## src/rtl/sel_sram_pkg.sv

```systemverilog
package sel_sram_pkg;

    localparam int BYTE_W = 8;

    // decoded access for one clock edge
    typedef enum logic [1:0] {
        OP_IDLE  = 2'd0,
        OP_WRITE = 2'd1,
        OP_READ  = 2'd2
    } mem_op_e;

    // registered output stage
    typedef struct packed {
        logic              vld;
        logic [BYTE_W-1:0] dat;
    } rd_stage_s;

endpackage

```

## src/rtl/sel_sram_decode.sv

```systemverilog
module sel_sram_decode
    import sel_sram_pkg::*;
(
    input  logic    sel_n,
    input  logic    rd_wrn,
    output mem_op_e op
);

    // the read/write level only counts while selected
    always_comb begin
        if (sel_n) begin
            op = OP_IDLE;
        end else if (rd_wrn) begin
            op = OP_READ;
        end else begin
            op = OP_WRITE;
        end
    end

endmodule

```

## src/rtl/sel_sram_cell.sv

```systemverilog
module sel_sram_cell #(
    parameter int DATA_W = 8
) (
    input  logic              clk,
    input  logic              rst,
    input  logic              ld,
    input  logic [DATA_W-1:0] d,
    output logic [DATA_W-1:0] q
);

    logic [DATA_W-1:0] q_d, q_q;

    // load-enabled D register; rst is not applied to contents
    always_comb begin
        q_d = q_q;
        if (ld) begin
            q_d = d;
        end
    end

    always_ff @(posedge clk) begin
        q_q <= q_d;
    end

    assign q = q_q;

    // contents unchanged on any edge without a load
    a_r5_hold_unless_load: assert property (@(posedge clk) disable iff (rst)
        !ld |=> $stable(q_q));

endmodule

```

## src/rtl/sel_sram_array.sv

```systemverilog
module sel_sram_array #(
    parameter int ADDR_W = 8,
    parameter int DATA_W = 8
) (
    input  logic              clk,
    input  logic              rst,
    input  logic              wr_en,
    input  logic [ADDR_W-1:0] addr,
    input  logic [DATA_W-1:0] wdata,
    output logic [DATA_W-1:0] rd_word
);

    localparam int DEPTH = 1 << ADDR_W;

    logic [DATA_W-1:0] word_q [DEPTH];
    logic [DEPTH-1:0]  ld_vec;

    for (genvar i = 0; i < DEPTH; i++) begin : g_loc
        assign ld_vec[i] = wr_en && (addr == ADDR_W'(i));

        sel_sram_cell #(.DATA_W(DATA_W)) u_cell (
            .clk (clk),
            .rst (rst),
            .ld  (ld_vec[i]),
            .d   (wdata),
            .q   (word_q[i])
        );
    end

    // flat mux: same depth of logic for every address
    assign rd_word = word_q[addr];

    // a write loads exactly one location, and nothing loads otherwise
    a_r2_single_load: assert property (@(posedge clk) disable iff (rst)
        wr_en |-> $onehot(ld_vec));
    a_r1_no_load_idle: assert property (@(posedge clk) disable iff (rst)
        !wr_en |-> (ld_vec == '0));

endmodule

```

## src/rtl/sel_sram_rdport.sv

```systemverilog
module sel_sram_rdport
    import sel_sram_pkg::*;
(
    input  logic              clk,
    input  logic              rst,
    input  logic              rd_en,
    input  logic [BYTE_W-1:0] rd_word,
    output logic [BYTE_W-1:0] rdata,
    output logic              rvalid
);

    rd_stage_s st_d, st_q;

    always_comb begin
        st_d     = '0;
        if (rst) begin
            st_d = '0;
        end else if (rd_en) begin
            st_d.vld = 1'b1;
            st_d.dat = rd_word;
        end
    end

    always_ff @(posedge clk) begin
        st_q <= st_d;
    end

    assign rdata  = st_q.dat;
    assign rvalid = st_q.vld;

    // a disconnected bus reads as zero
    a_r4_zero_when_idle: assert property (@(posedge clk) disable iff (rst)
        !rvalid |-> (rdata == '0));

endmodule

```

## src/rtl/sel_sram.sv

```systemverilog
module sel_sram
    import sel_sram_pkg::*;
#(
    parameter int ADDR_W = 8
) (
    input  logic              clk,
    input  logic              rst,
    input  logic              sel_n,
    input  logic              rd_wrn,
    input  logic [ADDR_W-1:0] addr,
    input  logic [BYTE_W-1:0] wdata,
    output logic [BYTE_W-1:0] rdata,
    output logic              rvalid
);

    mem_op_e           op;
    logic [BYTE_W-1:0] rd_word;
    logic              wr_en;
    logic              rd_en;

    sel_sram_decode u_dec (
        .sel_n  (sel_n),
        .rd_wrn (rd_wrn),
        .op     (op)
    );

    assign wr_en = (op == OP_WRITE);
    assign rd_en = (op == OP_READ);

    sel_sram_array #(.ADDR_W(ADDR_W), .DATA_W(BYTE_W)) u_arr (
        .clk     (clk),
        .rst     (rst),
        .wr_en   (wr_en),
        .addr    (addr),
        .wdata   (wdata),
        .rd_word (rd_word)
    );

    sel_sram_rdport u_rd (
        .clk     (clk),
        .rst     (rst),
        .rd_en   (rd_en),
        .rd_word (rd_word),
        .rdata   (rdata),
        .rvalid  (rvalid)
    );

    // deselected edge never yields a valid read
    a_r1_idle_no_valid: assert property (@(posedge clk) disable iff (rst)
        sel_n |=> !rvalid);
    // a write edge yields no valid read
    a_r2_write_no_valid: assert property (@(posedge clk) disable iff (rst)
        (!sel_n && !rd_wrn) |=> !rvalid);
    // a read edge yields a valid byte one cycle later
    a_r3_read_valid: assert property (@(posedge clk) disable iff (rst)
        (!sel_n && rd_wrn) |=> rvalid);
    // the byte is the array word present at the read edge
    a_r3_read_data: assert property (@(posedge clk) disable iff (rst)
        (!sel_n && rd_wrn) |=> (rdata == $past(rd_word)));

endmodule

```

## config.mk

```make
export PLATFORM = sky130hd
export DESIGN_NAME = sel_sram
export DESIGN_NICKNAME = d
export VERILOG_FILES = /design/src/rtl/sel_sram_pkg.sv /design/src/rtl/sel_sram_decode.sv /design/src/rtl/sel_sram_cell.sv /design/src/rtl/sel_sram_array.sv /design/src/rtl/sel_sram_rdport.sv /design/src/rtl/sel_sram.sv
export SDC_FILE = /design/constraint.sdc
export NUM_CORES = 2
export LEC_CHECK = 0
export BUFFER_PORTS_ARGS = -buffer_cell sky130_fd_sc_hd__buf_2
export CORE_MARGIN = 3
export CORE_UTILIZATION = 39
export DETAILED_ROUTE_END_ITERATION = 6
export GPL_ROUTABILITY_DRIVEN = 1
export HOLD_SLACK_MARGIN = 0.1
export PLACE_DENSITY = 0.64
export SLEW_MARGIN = 20
export SYNTH_ARGS = -nofsm -noshare
export SYNTH_HDL_FRONTEND = slang
export SYNTH_SLANG_ARGS = --single-unit
```

## constraint.sdc

```tcl
create_clock -name clk -period 4.36 [get_ports clk]
set_clock_uncertainty 0.05 [all_clocks]
set_input_delay 0 -clock clk [delete_from_list [all_inputs] [get_ports clk]]
set_output_delay 0 -clock clk [all_outputs]
set_load 0.1 [all_outputs]
```

==> results.tsv <==
stage	metric	value	unit
placed_design	port_buffers	28	
synth	syn_nets	3834	
routing	drt_wl_total	198900	um
sta	hold_slack	0.1738	ns
routing	dr.pass1.iters	5	
sta	post-route-period-util	0.7892	
placed_design	place_congestion	0.8623	
critical_path	cp_common_cell	buf_4	
clock_network	insertion_delay	0.87	ns
pwr	pwr_density_cell	449.2	nW/um^2
critical_path	crit_family	compound AO/OA/AOI/OAI gates	
synth	synth_commonest_cells	2048 x edfxtp_1, 431 x mux4_2, 276 x nor2_1	
synth	synth-edff-count	2048	
cells_and_area	ff_latch_area	61680	um^2
global_routing	grt_overflow_total	0	
synth	avgSynthCellArea	20.95	um^2
synth	synth_flop_cell	edfxtp_1	
cells_and_area	multi_input_area	16930	um^2
floorplan	die_x	458.7	um
synth	synth_top_area_share	0.7696	
critical_path	reg2reg_depth	5	
pwr	total_power	0.04048	W
critical_path	cp.arrival	4.16	ns
critical_path	end_kind	register	
clock_network	htree_levels	4	
global_routing	grt_max_degree	169	
worst_hold_path	min_from	wdata[3]	
critical_path	slowest_delay	0.77	ns
critical_path	startpoint	addr[2]	
clock_network	cts_root_buffer	clkbuf_16	
sta	finalHoldViolations	0	
floorplan	fp-row-count	165	
pwr	peakVddDrop	0.4977	mV
synth	synth_seq_cells	2057	
global_routing	grt_pass1_wl	287700	um
critical_path	start_kind	input port	
synth	syn_inst	3814	
critical_path	reg2reg_slack	1.51	ns
placed_design	dp_slack	0.7184	ns
sta	min_period	3.441	ns
synth	postSynth.asyncResetShare	0	
floorplan	io_pins	29	
critical_path	worstPathRequired	5.07	ns
cells_and_area	nFillCells	16980	
routing	drtAntennaViolNets	0	
flow_run	maxCapViolCount	0	
critical_path	crit_type	in -> reg	
critical_path	crit_end	u_rd.rdata[2]	
critical_path	rr_endpoint	u_rd.rdata[3]	
routing	route.detailed.drc	0	
floorplan	core-area	202900	um^2
routing	drtIter0Drc	5040	
global_routing	antenna_found_initial	4	
critical_path	worstPathCellList	dlygate4sd3_1 > buf_4 > buf_4 > nand4b_1 > o22ai_1 > nor3_1 > o2111ai_1 > o311ai_1 > a221oi_1	
floorplan	initial_utilization	0.3938	
sta	fin_tns_setup	0	ns
synth	yosysSeqAreaShare	0.7718	
sta	slew_headroom	0.1758	
critical_path	cp.depth	9	
sta	worst_slack	0.9190	ns
synth	synth_warnings	0	
placed_design	dp.cells	6420	
global_routing	grt_util_all_layers	0.1878	
synth	ys_types	59	
synth	synth_top_area_cell	edfxtp_1	
floorplan	dieArea	210400	um^2
critical_path	worst_path_max_delay_cell	nand4b_1	
sta	clock.fmax	290.6	MHz
sta	maxSlewViolCount	0	
cells_and_area	fin_cells	6821	
sta	finalSetupViolCount	0	
sta	rsz0062_at_grt	false	
critical_path	worstReg2RegStart	u_arr.g_loc[107].u_cell.q[3]	
routing	wl_per_cell	29.16	um
cells_and_area	drive_gt1_frac	0.2212	
clock_network	cts_made_buffers	203	
sta	tightest_slew	1.217	ns
synth	synthTopCellsByArea	edfxtp_1 77%, mux4_2 12%, mux2i_1 2.8%	
routing	avgViaCountPerCell	5.824	
pwr	leakage	28.03	nW
critical_path	crit_buf_inv	3	
clock_network	cts_tree	built	
synth	synth_most_common_cell	edfxtp_1	
routing	num_vias	39730	
clock_network	clk_path_buf_depth	3	
worst_hold_path	worstHoldPathType	in -> reg	
cells_and_area	areaGrowthSynthToFinish	12.78	%
placed_design	hpwlAfterDp	120600	um
cells_and_area	nNetsFinal	3993	
critical_path	path_max_fanout	33	
global_routing	grt_pass1_vias	39320	
synth	syn_area	79910	um^2
floorplan	die_y	458.7	um
clock_network	clock_sinks	2057	
clock_network	post_cts_buffers	0	
run_status	status	finished clean	
clock_network	clk_pin_slew	0.06	ns
==> metrics by stage <==
stage / area [um^2] / utilization
floorplan: 79910 / -
global placement: 83460 / 0.4113
detailed placement: 83470 / 0.4113
CTS: 90070 / 0.4438
global route: 90120 / 0.4441
finish: 90130 / 0.4441
==> final cells by class <==
cell class,instances,area share
Sequential cell,2057,0.6844
Multi-Input combinational cell,1516,0.1878
Clock buffer,244,0.05831
Tap cell,2672,0.03709
Timing Repair Buffer,190,0.01920
Clock inverter,133,0.01288
Inverter,5,0.0002082
Antenna cell,4,0.0001111
==> how the worst min path moves through the flow <==
stage                                        end  cells past startpoint
CTS                  u_arr.g_loc[11].u_cell.q[7]                      4
detailed placement  u_arr.g_loc[156].u_cell.q[0]                      1
global placement    u_arr.g_loc[156].u_cell.q[0]                      1
finish              u_arr.g_loc[157].u_cell.q[3]                      2
floorplan             u_arr.g_loc[0].u_cell.q[0]                      0
global route          u_arr.g_loc[7].u_cell.q[6]                      4
==> where the power goes <==
| part | internal, W | switching, W | total, W |
|---|---|---|---|
| clock network | 0.00930 | 0.00746 | 0.0168 |
| logic | 0.000654 | 0.00128 | 0.00193 |
| registers | 0.0218 | 0.0000133 | 0.0218 |
| total | 0.0317 | 0.00876 | 0.0405 |
==> per-layer routing <==
layer,up-vias,part of all wire,global-route usage,wire length [um]
met5,-,0.000065,0,13
met4,2,0.034,0.06501,6823
met3,342,0.087,0.04090,17240
met2,1979,0.47,0.2915,94190
met1,21130,0.41,0.2634,80620
li1,16280,-,-,-
==> timing repair <==
item,in CTS,in global routing
gates resized for setup,0,0
hold buffers,19,0
hold endpoints to repair,1517,0
==> registers in the layout (all words and copies together) (netlist names) <==
name	cells
u_rd.rvalid	1
u_rd.rdata	8
u_arr.g_loc.u_cell.q	2048
==> cell families (layout without fill, tap and decap cells) <==
kind of cell	count (synthesis)	in the layout	share of synthesized area
other	0	4	0
muxes	673	673	0.1521
DFF	2057	2057	0.7718
and+or+nand+nor	490	490	0.02753
buffers and inverters	241	572	0.01689
AOI/OAI and AO/OA	353	353	0.03166
==> cell usage in the layout, fill, tap and decap left out, types with 35 or more instances in the layout <==
master	netlist	routed
a21oi_1	35	35
a22oi_1	88	88
buf_4	56	126
clkbuf_1	90	40
clkbuf_16	0	204
clkinv_1	1	55
clkinv_2	0	45
edfxtp_1	2048	2048
mux2i_1	223	223
mux4_2	431	431
nand2_1	60	60
nand3_1	38	38
nor2_1	276	274
o22ai_1	46	46
Note: power is estimated with default switching activity, not from simulation.
